**config.mk**
```make
export PLATFORM = sky130hd
export DESIGN_NAME = bp2_predictor
export DESIGN_NICKNAME = d
export VERILOG_FILES = /design/src/rtl/bp2_pkg.sv /design/src/rtl/bp2_ctrl.sv /design/src/rtl/bp2_table.sv /design/src/rtl/bp2_predictor.sv
export SDC_FILE = /design/constraint.sdc
export NUM_CORES = 1
export LEC_CHECK = 0
export ABC_AREA = 1
export BUFFER_PORTS_ARGS = -buffer_cell sky130_fd_sc_hd__buf_2
export CAP_MARGIN = 5
export CELL_PAD_IN_SITES_DETAIL_PLACEMENT = 0
export CELL_PAD_IN_SITES_GLOBAL_PLACEMENT = 1
export CORE_MARGIN = 10
export CORE_UTILIZATION = 30
export CTS_BUF_LIST = sky130_fd_sc_hd__clkbuf_8 sky130_fd_sc_hd__clkbuf_16
export DETAILED_ROUTE_END_ITERATION = 6
export PLACE_DENSITY_LB_ADDON = 0.05
export SLEW_MARGIN = 15
export SYNTH_ARGS = -nofsm -noshare
export SYNTH_HDL_FRONTEND = slang
export SYNTH_HIERARCHICAL = 1
export SYNTH_SLANG_ARGS = --single-unit
```
**constraint.sdc**
```tcl
create_clock -name clk -period 2.4 [get_ports clk]
set_clock_uncertainty 0.15 [all_clocks]
set_input_delay 0.24 -clock clk [delete_from_list [all_inputs] [get_ports clk]]
set_output_delay 0.24 -clock clk [all_outputs]
set_load 0.05 [all_outputs]
```
**src/rtl/bp2_pkg.sv**
```systemverilog
package bp2_pkg;

  typedef logic [1:0] ctr_t;

  localparam ctr_t CTR_STRONG_NT = 2'b00;
  localparam ctr_t CTR_WEAK_NT   = 2'b01;
  localparam ctr_t CTR_WEAK_T    = 2'b10;
  localparam ctr_t CTR_STRONG_T  = 2'b11;

  // Strobes from control to the counter table
  typedef struct packed {
    logic wrEn;    // apply a step to the addressed entry
    logic stepUp;  // 1: toward taken, 0: toward not-taken
  } updStrobe_t;

  // One saturating step toward the resolved direction
  function automatic ctr_t satStep(input ctr_t cur, input logic up);
    ctr_t nxt;
    if (up) nxt = (cur == CTR_STRONG_T)  ? cur : cur + 2'd1;
    else    nxt = (cur == CTR_STRONG_NT) ? cur : cur - 2'd1;
    return nxt;
  endfunction

endpackage

```
**src/rtl/bp2_ctrl.sv**
```systemverilog
module bp2_ctrl
  import bp2_pkg::*;
#(
  parameter int PC_W  = 32,
  parameter int IDX_W = 6
) (
  input  logic [PC_W-1:0]  predPc,
  input  logic             updValid,
  input  logic [PC_W-1:0]  updPc,
  input  logic             updTaken,
  output logic [IDX_W-1:0] predIdx,
  output logic [IDX_W-1:0] updIdx,
  output updStrobe_t       strobe
);

  localparam int IDX_LO = 2;
  localparam int IDX_HI = IDX_W + IDX_LO - 1;

  // Bits outside the index window are deliberately not decoded
  logic unusedPcBits;
  assign unusedPcBits = ^{predPc[PC_W-1:IDX_HI+1], predPc[IDX_LO-1:0],
                          updPc[PC_W-1:IDX_HI+1],  updPc[IDX_LO-1:0]};

  assign predIdx = predPc[IDX_HI:IDX_LO];
  assign updIdx  = updPc[IDX_HI:IDX_LO];

  always_comb begin
    strobe        = '0;
    strobe.wrEn   = updValid;
    strobe.stepUp = updTaken;
  end

endmodule

```
**src/rtl/bp2_table.sv**
```systemverilog
module bp2_table
  import bp2_pkg::*;
#(
  parameter int IDX_W = 6
) (
  input  logic             clk,
  input  logic             rst_n,
  input  logic [IDX_W-1:0] predIdx,
  input  logic [IDX_W-1:0] updIdx,
  input  updStrobe_t       strobe,
  output ctr_t             predState
);

  localparam int DEPTH = 1 << IDX_W;

  ctr_t ctrs [DEPTH];
  ctr_t updOld;
  ctr_t updNew;

  assign updOld = ctrs[updIdx];
  assign updNew = satStep(updOld, strobe.stepUp);

  for (genvar i = 0; i < DEPTH; i++) begin : gEntry
    always_ff @(posedge clk or negedge rst_n) begin
      if (!rst_n)
        ctrs[i] <= CTR_WEAK_T;
      else if (strobe.wrEn && (updIdx == IDX_W'(i)))
        ctrs[i] <= updNew;
    end
  end

  // Combinational read: same-cycle lookup sees the pre-update value
  assign predState = ctrs[predIdx];

endmodule

```
**src/rtl/bp2_predictor.sv**
```systemverilog
module bp2_predictor
  import bp2_pkg::*;
#(
  parameter int PC_W  = 32,
  parameter int IDX_W = 6
) (
  input  logic            clk,
  input  logic            rst_n,
  input  logic [PC_W-1:0] predPc,
  output logic            predTaken,
  output logic [1:0]      predState,
  input  logic            updValid,
  input  logic [PC_W-1:0] updPc,
  input  logic            updTaken
);

  logic [IDX_W-1:0] predIdx;
  logic [IDX_W-1:0] updIdx;
  updStrobe_t       strobe;
  ctr_t             lookState;

  bp2_ctrl #(.PC_W(PC_W), .IDX_W(IDX_W)) uCtrl (
    .predPc   (predPc),
    .updValid (updValid),
    .updPc    (updPc),
    .updTaken (updTaken),
    .predIdx  (predIdx),
    .updIdx   (updIdx),
    .strobe   (strobe)
  );

  bp2_table #(.IDX_W(IDX_W)) uTable (
    .clk       (clk),
    .rst_n     (rst_n),
    .predIdx   (predIdx),
    .updIdx    (updIdx),
    .strobe    (strobe),
    .predState (lookState)
  );

  assign predState = lookState;
  assign predTaken = lookState[1];

endmodule

```
==> results of run 1 <==
==> stage by stage <==
stage / cell area, µm² / worst slack [ns]
final: 10100 / -0.0935
after CTS: 10000 / -0.123
after global routing: 10100 / -0.207
after global placement: 9310 / -0.261
after detailed placement: 9310 / -0.246
after floorplan: 8200 / 0.00292
==> path summary, 6_finish.rpt <==
kind | start | to | slack, ns | cells after the start
hold reg to reg | uTable/ctrs[57] | uTable/ctrs[57] | 0.33 | 2
setup reg to reg | uTable/ctrs[24] | uTable/ctrs[3] | 0.15 | 13
hold / removal | rst_n | uTable/ctrs[126] | 0.17 | 2
min in group clk | updPc[7] | uTable/ctrs[43] | 0.22 | 5
setup / recovery | uTable/ctrs[43] | predTaken | -0.09 | 8
max in group asynchronous | rst_n | uTable/ctrs[43] | 1.23 | 3
==> metal layers <==
layer,vias up,wire length [µm]
met1,3972,16300
met2,184,16000
li1,4163,-
met5,-,0
met4,0,607
met3,34,1460
==> cell type report <==
type                            instances  area (µm²)  share of cell area, %
Multi-Input combinational cell        983        4160                   41.0
Tap cell                              341         427                   4.21
Sequential cell                       128        3280                   32.4
Timing Repair Buffer                  122        1210                   12.0
Clock buffer                           22         494                   4.88
Inverter                              107         402                   3.96
Clock inverter                         10         156                   1.54
==> cell usage after synthesis, drive strengths merged <==
cell	number	share of area (%)
buf	48	3.8
dfrtp	64	20
a21oi	7	0.43
nand2	585	27
o21ai	84	5.1
inv	107	4.9
dfstp	64	21
o21bai	3	0.27
or2	1	0.076
o211ai	7	0.64
o221ai	5	0.53
nor2	169	7.8
nor3	8	0.49
nand4	7	0.53
nand3	76	4.6
clkbuf	29	1.3
o22ai	29	2.2
o31ai	1	0.092
a211oi	1	0.092
==> layout by cell type (no fill, tap or decap), types with 4 or more instances in the layout <==
cell       Yosys  layout
nand2_1      582     580
nor2_1       167     166
inv_1        105     105
buf_4         25      78
nand3_1       76      74
o21ai_0       78      65
dfrtp_1       64      64
dfstp_2       64      64
o22ai_1       29      25
buf_12         0      22
clkbuf_16      0      18
o21ai_1        6      16
buf_2         20      14
nor3_1         8       8
o211ai_1       7       7
a21oi_1        7       7
nand4_1        7       7
clkbuf_8       0       5
bufinv_16      0       4
buf_8          0       4
o221ai_1       5       4
o22ai_2        0       4
==> cells by family (layout without fill, tap and decap cells) <==
family                 Yosys count  in the layout
AO/OA/AOI/OAI                  137            137
flip-flops                     128            128
buffers and inverters          184            261
AND/OR/NAND/NOR                846            846
==> power groups by stage <==
stage / registers [mW] / clock network (mW) / logic [mW]
after detailed placement: 2.56 / 0 / 1.17
after CTS: 2.53 / 3.01 / 1.21
after global placement: 2.57 / 0 / 1.16
after floorplan: 2.49 / 0 / 0.654
after global routing: 2.55 / 3.11 / 1.37
final: 2.53 / 2.94 / 1.25
==> repair_timing <==
action	CTS	global route
setup buffers	2	3
endpoints found under the hold margin	43	0
pin swaps	11	17
hold buffers	1	0
gates resized for setup	25	13
cloned	0	1
endpoints found under the setup margin	3	24
==> results.yml, run 1 <==
timing:
  slew_headroom_pct: 62.8
  setup_ws_ns: -0.0935
  slew_viol_final: 0
  final_hold_viol_count: 0
  finalCriticalPeriod_ns: 2.49
  period_share_pct: 104
  worstMarginPinSlew_ns: 0.553
  hold_slack_ns: 0.167
  max_freq_mhz: 401
  fin_setup_tns_ns: -0.207
  setup_viol: 3
  rsz0062_at_grt: "yes"
power_and_ir_drop:
  switchingPower_mw: 2.03
  pwr-share-clk_pct: 43.8
  p_sw_share_pct: 30.2
  internal-power_mw: 4.69
  power.total_mw: 6.72
  p_per_area_mw_per_mm2: 663
  vdd_drop_max_v: 0.000465
  power_frac_seq_pct: 37.6
  leakage_nw: 4.88
  p_comb_share_pct: 18.6
synth:
  synth_seq_cells: 128
  synth_top_family_by_area: "simple AND/OR/NAND/NOR gates"
  syn_nets: 1363
  synthXorXnorAreaFrac_pct: 0
  ys_seq_area_share_pct: 40.1
  synth.avg_cell_area_um2: 6.33
  yosys_warnings: 6
  synth_compound_area_share_pct: 9.41
  synthSimpleGateAreaFrac_pct: 40.4
  post_synth_mux_area_share_pct: 0
  synth_cells: 1295
  syn_area_mm2: 0.00819
  synthAdderAreaFrac_pct: 0
  post_synth_num_cell_types: 26
global_route:
  grt_pass1_vias: 8106
  antenna_found_initial: 0
  grt_max_degree: 48
  use_met1_pct: 27.6
  grt_pass1_wl_um: 51500
  use_met2_pct: 32.2
  grt.busiest_layer: "met2"
  globalRouteMet3Util_pct: 3.47
  overflow: 0
  grtUsageTotal_pct: 20.4
route:
  ant_nets: 0
  vias: 8353
  drcViolationCount: 0
  via_per_inst: 4.88
  wl_um: 34300
  drt_iter0_markers: 648
  dr.pass1.iters: 5
  drt-wirelength-per-cell_um: 20.0
clock_network:
  clockRootBuffer: "clkbuf_16"
  cts_buffers: 17
  htree_levels: 4
  cts_tree: "yes"
  path_clk_slew_ns: 0.06
  cts_sinks: 128
  clk_latency_ns: 0.44
  clk_path_buf_depth: 2
placed_design:
  dp_hpwl_um: 24500
  dp_cells: 1674
  io_buffers: 18
  gp_congestion: 0.992
floorplan:
  core_mm2: 0.0269
  start_util_pct: 30.5
  die_h_um: 185
  die_area_mm2: 0.0343
  pin_count: 71
  rows: 60
  die_x_um: 185
layout:
  fin_cells: 1713
  layout-drive-gt1-share_pct: 17.3
  nets: 1427
  n_antenna_cell: 0
  largest_reg_flops: 128
  filler_cell_count: 2944
  area_growth_pct: 23.7
  top_regs: "uTable/ctrs x128"
  top_register: "uTable/ctrs"
  postLayoutCoreUtil_pct: 37.7
critical_path:
  crit_family: "compound AO/OA/AOI/OAI gates"
  criticalPathCategory: "reg -> out"
  critPathMaxStageDelay_ns: 0.53
  crit_path_start_kind: "flop"
  worstPathCellList: "o21ai_0 -> o22ai_1 -> buf_4 -> o21ai_1 -> o221ai_1 -> nand3_1 -> nand2_4 -> buf_8"
  cp-end-kind: "primary output"
  cp_slowest_cell: "dfstp_2"
  worstPathMaxFanout: 2
  arrival_ns: 2.10
  cp.required_ns: 2.01
  crit_buf_inv: 2
min_path:
  hold_path_class: "in -> async"
status:
  status: "complete, but fails checks"
  violations: "negative setup slack"
job:
  drv_cap: 0
Note: power is estimated with default switching activity, not from simulation.
==> run 2, diff against run 1 <==
--- a/config.mk
+++ b/config.mk
@@ -8,8 +8,8 @@
 export ABC_AREA = 1
 export BUFFER_PORTS_ARGS = -buffer_cell sky130_fd_sc_hd__buf_2
 export CAP_MARGIN = 5
-export CELL_PAD_IN_SITES_DETAIL_PLACEMENT = 0
-export CELL_PAD_IN_SITES_GLOBAL_PLACEMENT = 1
+export CELL_PAD_IN_SITES_DETAIL_PLACEMENT = 2
+export CELL_PAD_IN_SITES_GLOBAL_PLACEMENT = 2
 export CORE_MARGIN = 10
 export CORE_UTILIZATION = 30
 export CTS_BUF_LIST = sky130_fd_sc_hd__clkbuf_8 sky130_fd_sc_hd__clkbuf_16
==> run 2 against run 1 <==
Against the previous run: the flow still finishes with violations (negative setup slack); core utilization is 0.098 points higher; first-iteration DRC count is 12% lower; register-to-register slack worse by 0.04 ns; power is 0.45% higher; critical path type unchanged.
==> results.yml, run 2 (same netlist as run 1, synthesis figures left out) <==
layout:
  top_regs: "uTable/ctrs x128"
  largest_reg_flops: 128
  area_growth_pct: 24.0
  n_antenna_cell: 0
  final_cell_mix: "nand2_1, nor2_1, inv_1"
  top_register: "uTable/ctrs"
  filler_cell_count: 3249
  postLayoutCoreUtil_pct: 37.8
  nets: 1414
  layout-drive-gt1-share_pct: 16.7
  final_common_cell: "nand2_1"
route:
  dr.pass1.iters: 5
  drcViolationCount: 0
  ant_nets: 0
  vias: 8795
  drt-wirelength-per-cell_um: 23.0
  via_per_inst: 5.17
  drt_iter0_markers: 573
  wl_um: 39200
global_route:
  grt_pass1_wl_um: 58100
  antenna_found_initial: 0
  grt_pass1_vias: 9478
  grt_max_degree: 52
  overflow: 0
  grtUsageTotal_pct: 22.7
timing:
  max_freq_mhz: 388
  setup_ws_ns: -0.176
  final_hold_viol_count: 0
  worstMarginPinSlew_ns: 0.566
  setup_viol: 3
  finalCriticalPeriod_ns: 2.58
  slew_viol_final: 0
  period_share_pct: 107
  slew_headroom_pct: 62.2
  rsz0062_at_grt: "yes"
  fin_setup_tns_ns: -0.444
  hold_slack_ns: 0.186
critical_path:
  cp-end-kind: "primary output"
  crit_path_start_kind: "flop"
  r2r_setup_slack_ns: 0.11
  r2r_start: "uTable/ctrs[19]"
  cp.required_ns: 2.01
  reg2reg_to: "uTable/ctrs[26]"
  reg2regPathDepth: 16
  criticalPathCategory: "reg -> out"
  arrival_ns: 2.19
  crit_path_start: "uTable/ctrs[83]"
  worstPathMaxFanout: 2
placed_design:
  gp_congestion: 0.831
  dp_hpwl_um: 26700
  io_buffers: 18
clock_network:
  cts_buffers: 17
  cts_sinks: 128
  clockRootBuffer: "clkbuf_16"
  clk_latency_ns: 0.45
  htree_levels: 4
  path_clk_slew_ns: 0.07
  cts_tree: "yes"
  clk_path_buf_depth: 2
power_and_ir_drop:
  p_per_area_mw_per_mm2: 664
  vdd_drop_max_v: 0.000484
  leakage_nw: 4.85
status:
  status: "complete, but fails checks"
  violations: "negative setup slack"
floorplan:
  core_mm2: 0.0269
  start_util_pct: 30.5
  die_area_mm2: 0.0343
  rows: 60
  die_h_um: 185
  die_x_um: 185
  pin_count: 71
min_path:
  hold_path_class: "in -> async"
job:
  drv_cap: 0
## run 2: changes by cell type in the layout (fill, tap and decap cells not counted), sizes merged
cell / change
buf: -18
clkinvlp: +3
inv: +2
## run 2: report_power, final
group | internal, mW | leakage, nW | switching, mW | total [mW]
clock network | 1.73 | 0.290 | 1.12 | 2.85
registers | 2.36 | 1.51 | 0.175 | 2.53
logic | 0.501 | 3.05 | 0.863 | 1.36
total | 4.59 | 4.85 | 2.16 | 6.75
## run 2: layout make-up
class	count	area (µm²)	area share (%)
clock buffers	17	425	4.19
repair buffers	109	1240	12.2
well taps	341	427	4.20
inverters	107	402	3.95
flip-flops and latches	128	3280	32.3
clock inverters	15	195	1.92
multi-input cells	983	4190	41.2
## run 2: how the worst max path moves through the flow
stage / end / slack [ns]
after global placement: uTable/ctrs[125] / -0.18
final: predTaken / -0.18
after floorplan: predTaken / 0.003
after CTS: predTaken / -0.15
after detailed placement: uTable/ctrs[99] / -0.22
after global routing: predState[1] / -0.27
## run 2: timing repair
| action | 4_1_cts | 5_1_grt |
|---|---|---|
| gates resized for setup | 19 | 17 |
| hold buffers | 1 | 0 |
| cloned | 0 | 7 |
| endpoints found under the setup margin | 3 | 46 |
| endpoints found under the hold margin | 47 | 0 |
| pin swaps | 10 | 9 |
| buffers inserted | 4 | 0 |
## run 2: metal layers
layer / GRT usage [%] / part of all wire (%)
met1: 29.0 / 46
met2: 38.9 / 49
met3: 2.98 / 3.2
met4: 6.14 / 2.2
met5: 0 / 0
## run 2: critical path, cell delays in order, from the launching register on
cell and delay [ns]:
dfstp_2 0.53, o21ai_0 0.10, o22ai_1 0.23, buf_4 0.17, o21ai_2 0.06, o211ai_1 0.18, nand3_1 0.14, nand2_4 0.17
buf_8 0.16
## run 2: through the flow
stage | total power [mW] | setup slack, ns | cells | cell area [µm²]
after detailed placement | 3.75 | -0.224 | 1656 | 9210
after global placement | 3.73 | -0.180 | 1656 | 9210
after CTS | 6.67 | -0.148 | 1693 | 9920
final | 6.75 | -0.176 | 1700 | 10200
after global routing | 7.02 | -0.268 | 1700 | 10200
after floorplan | 3.14 | 0.00292 | 1295 | 8200
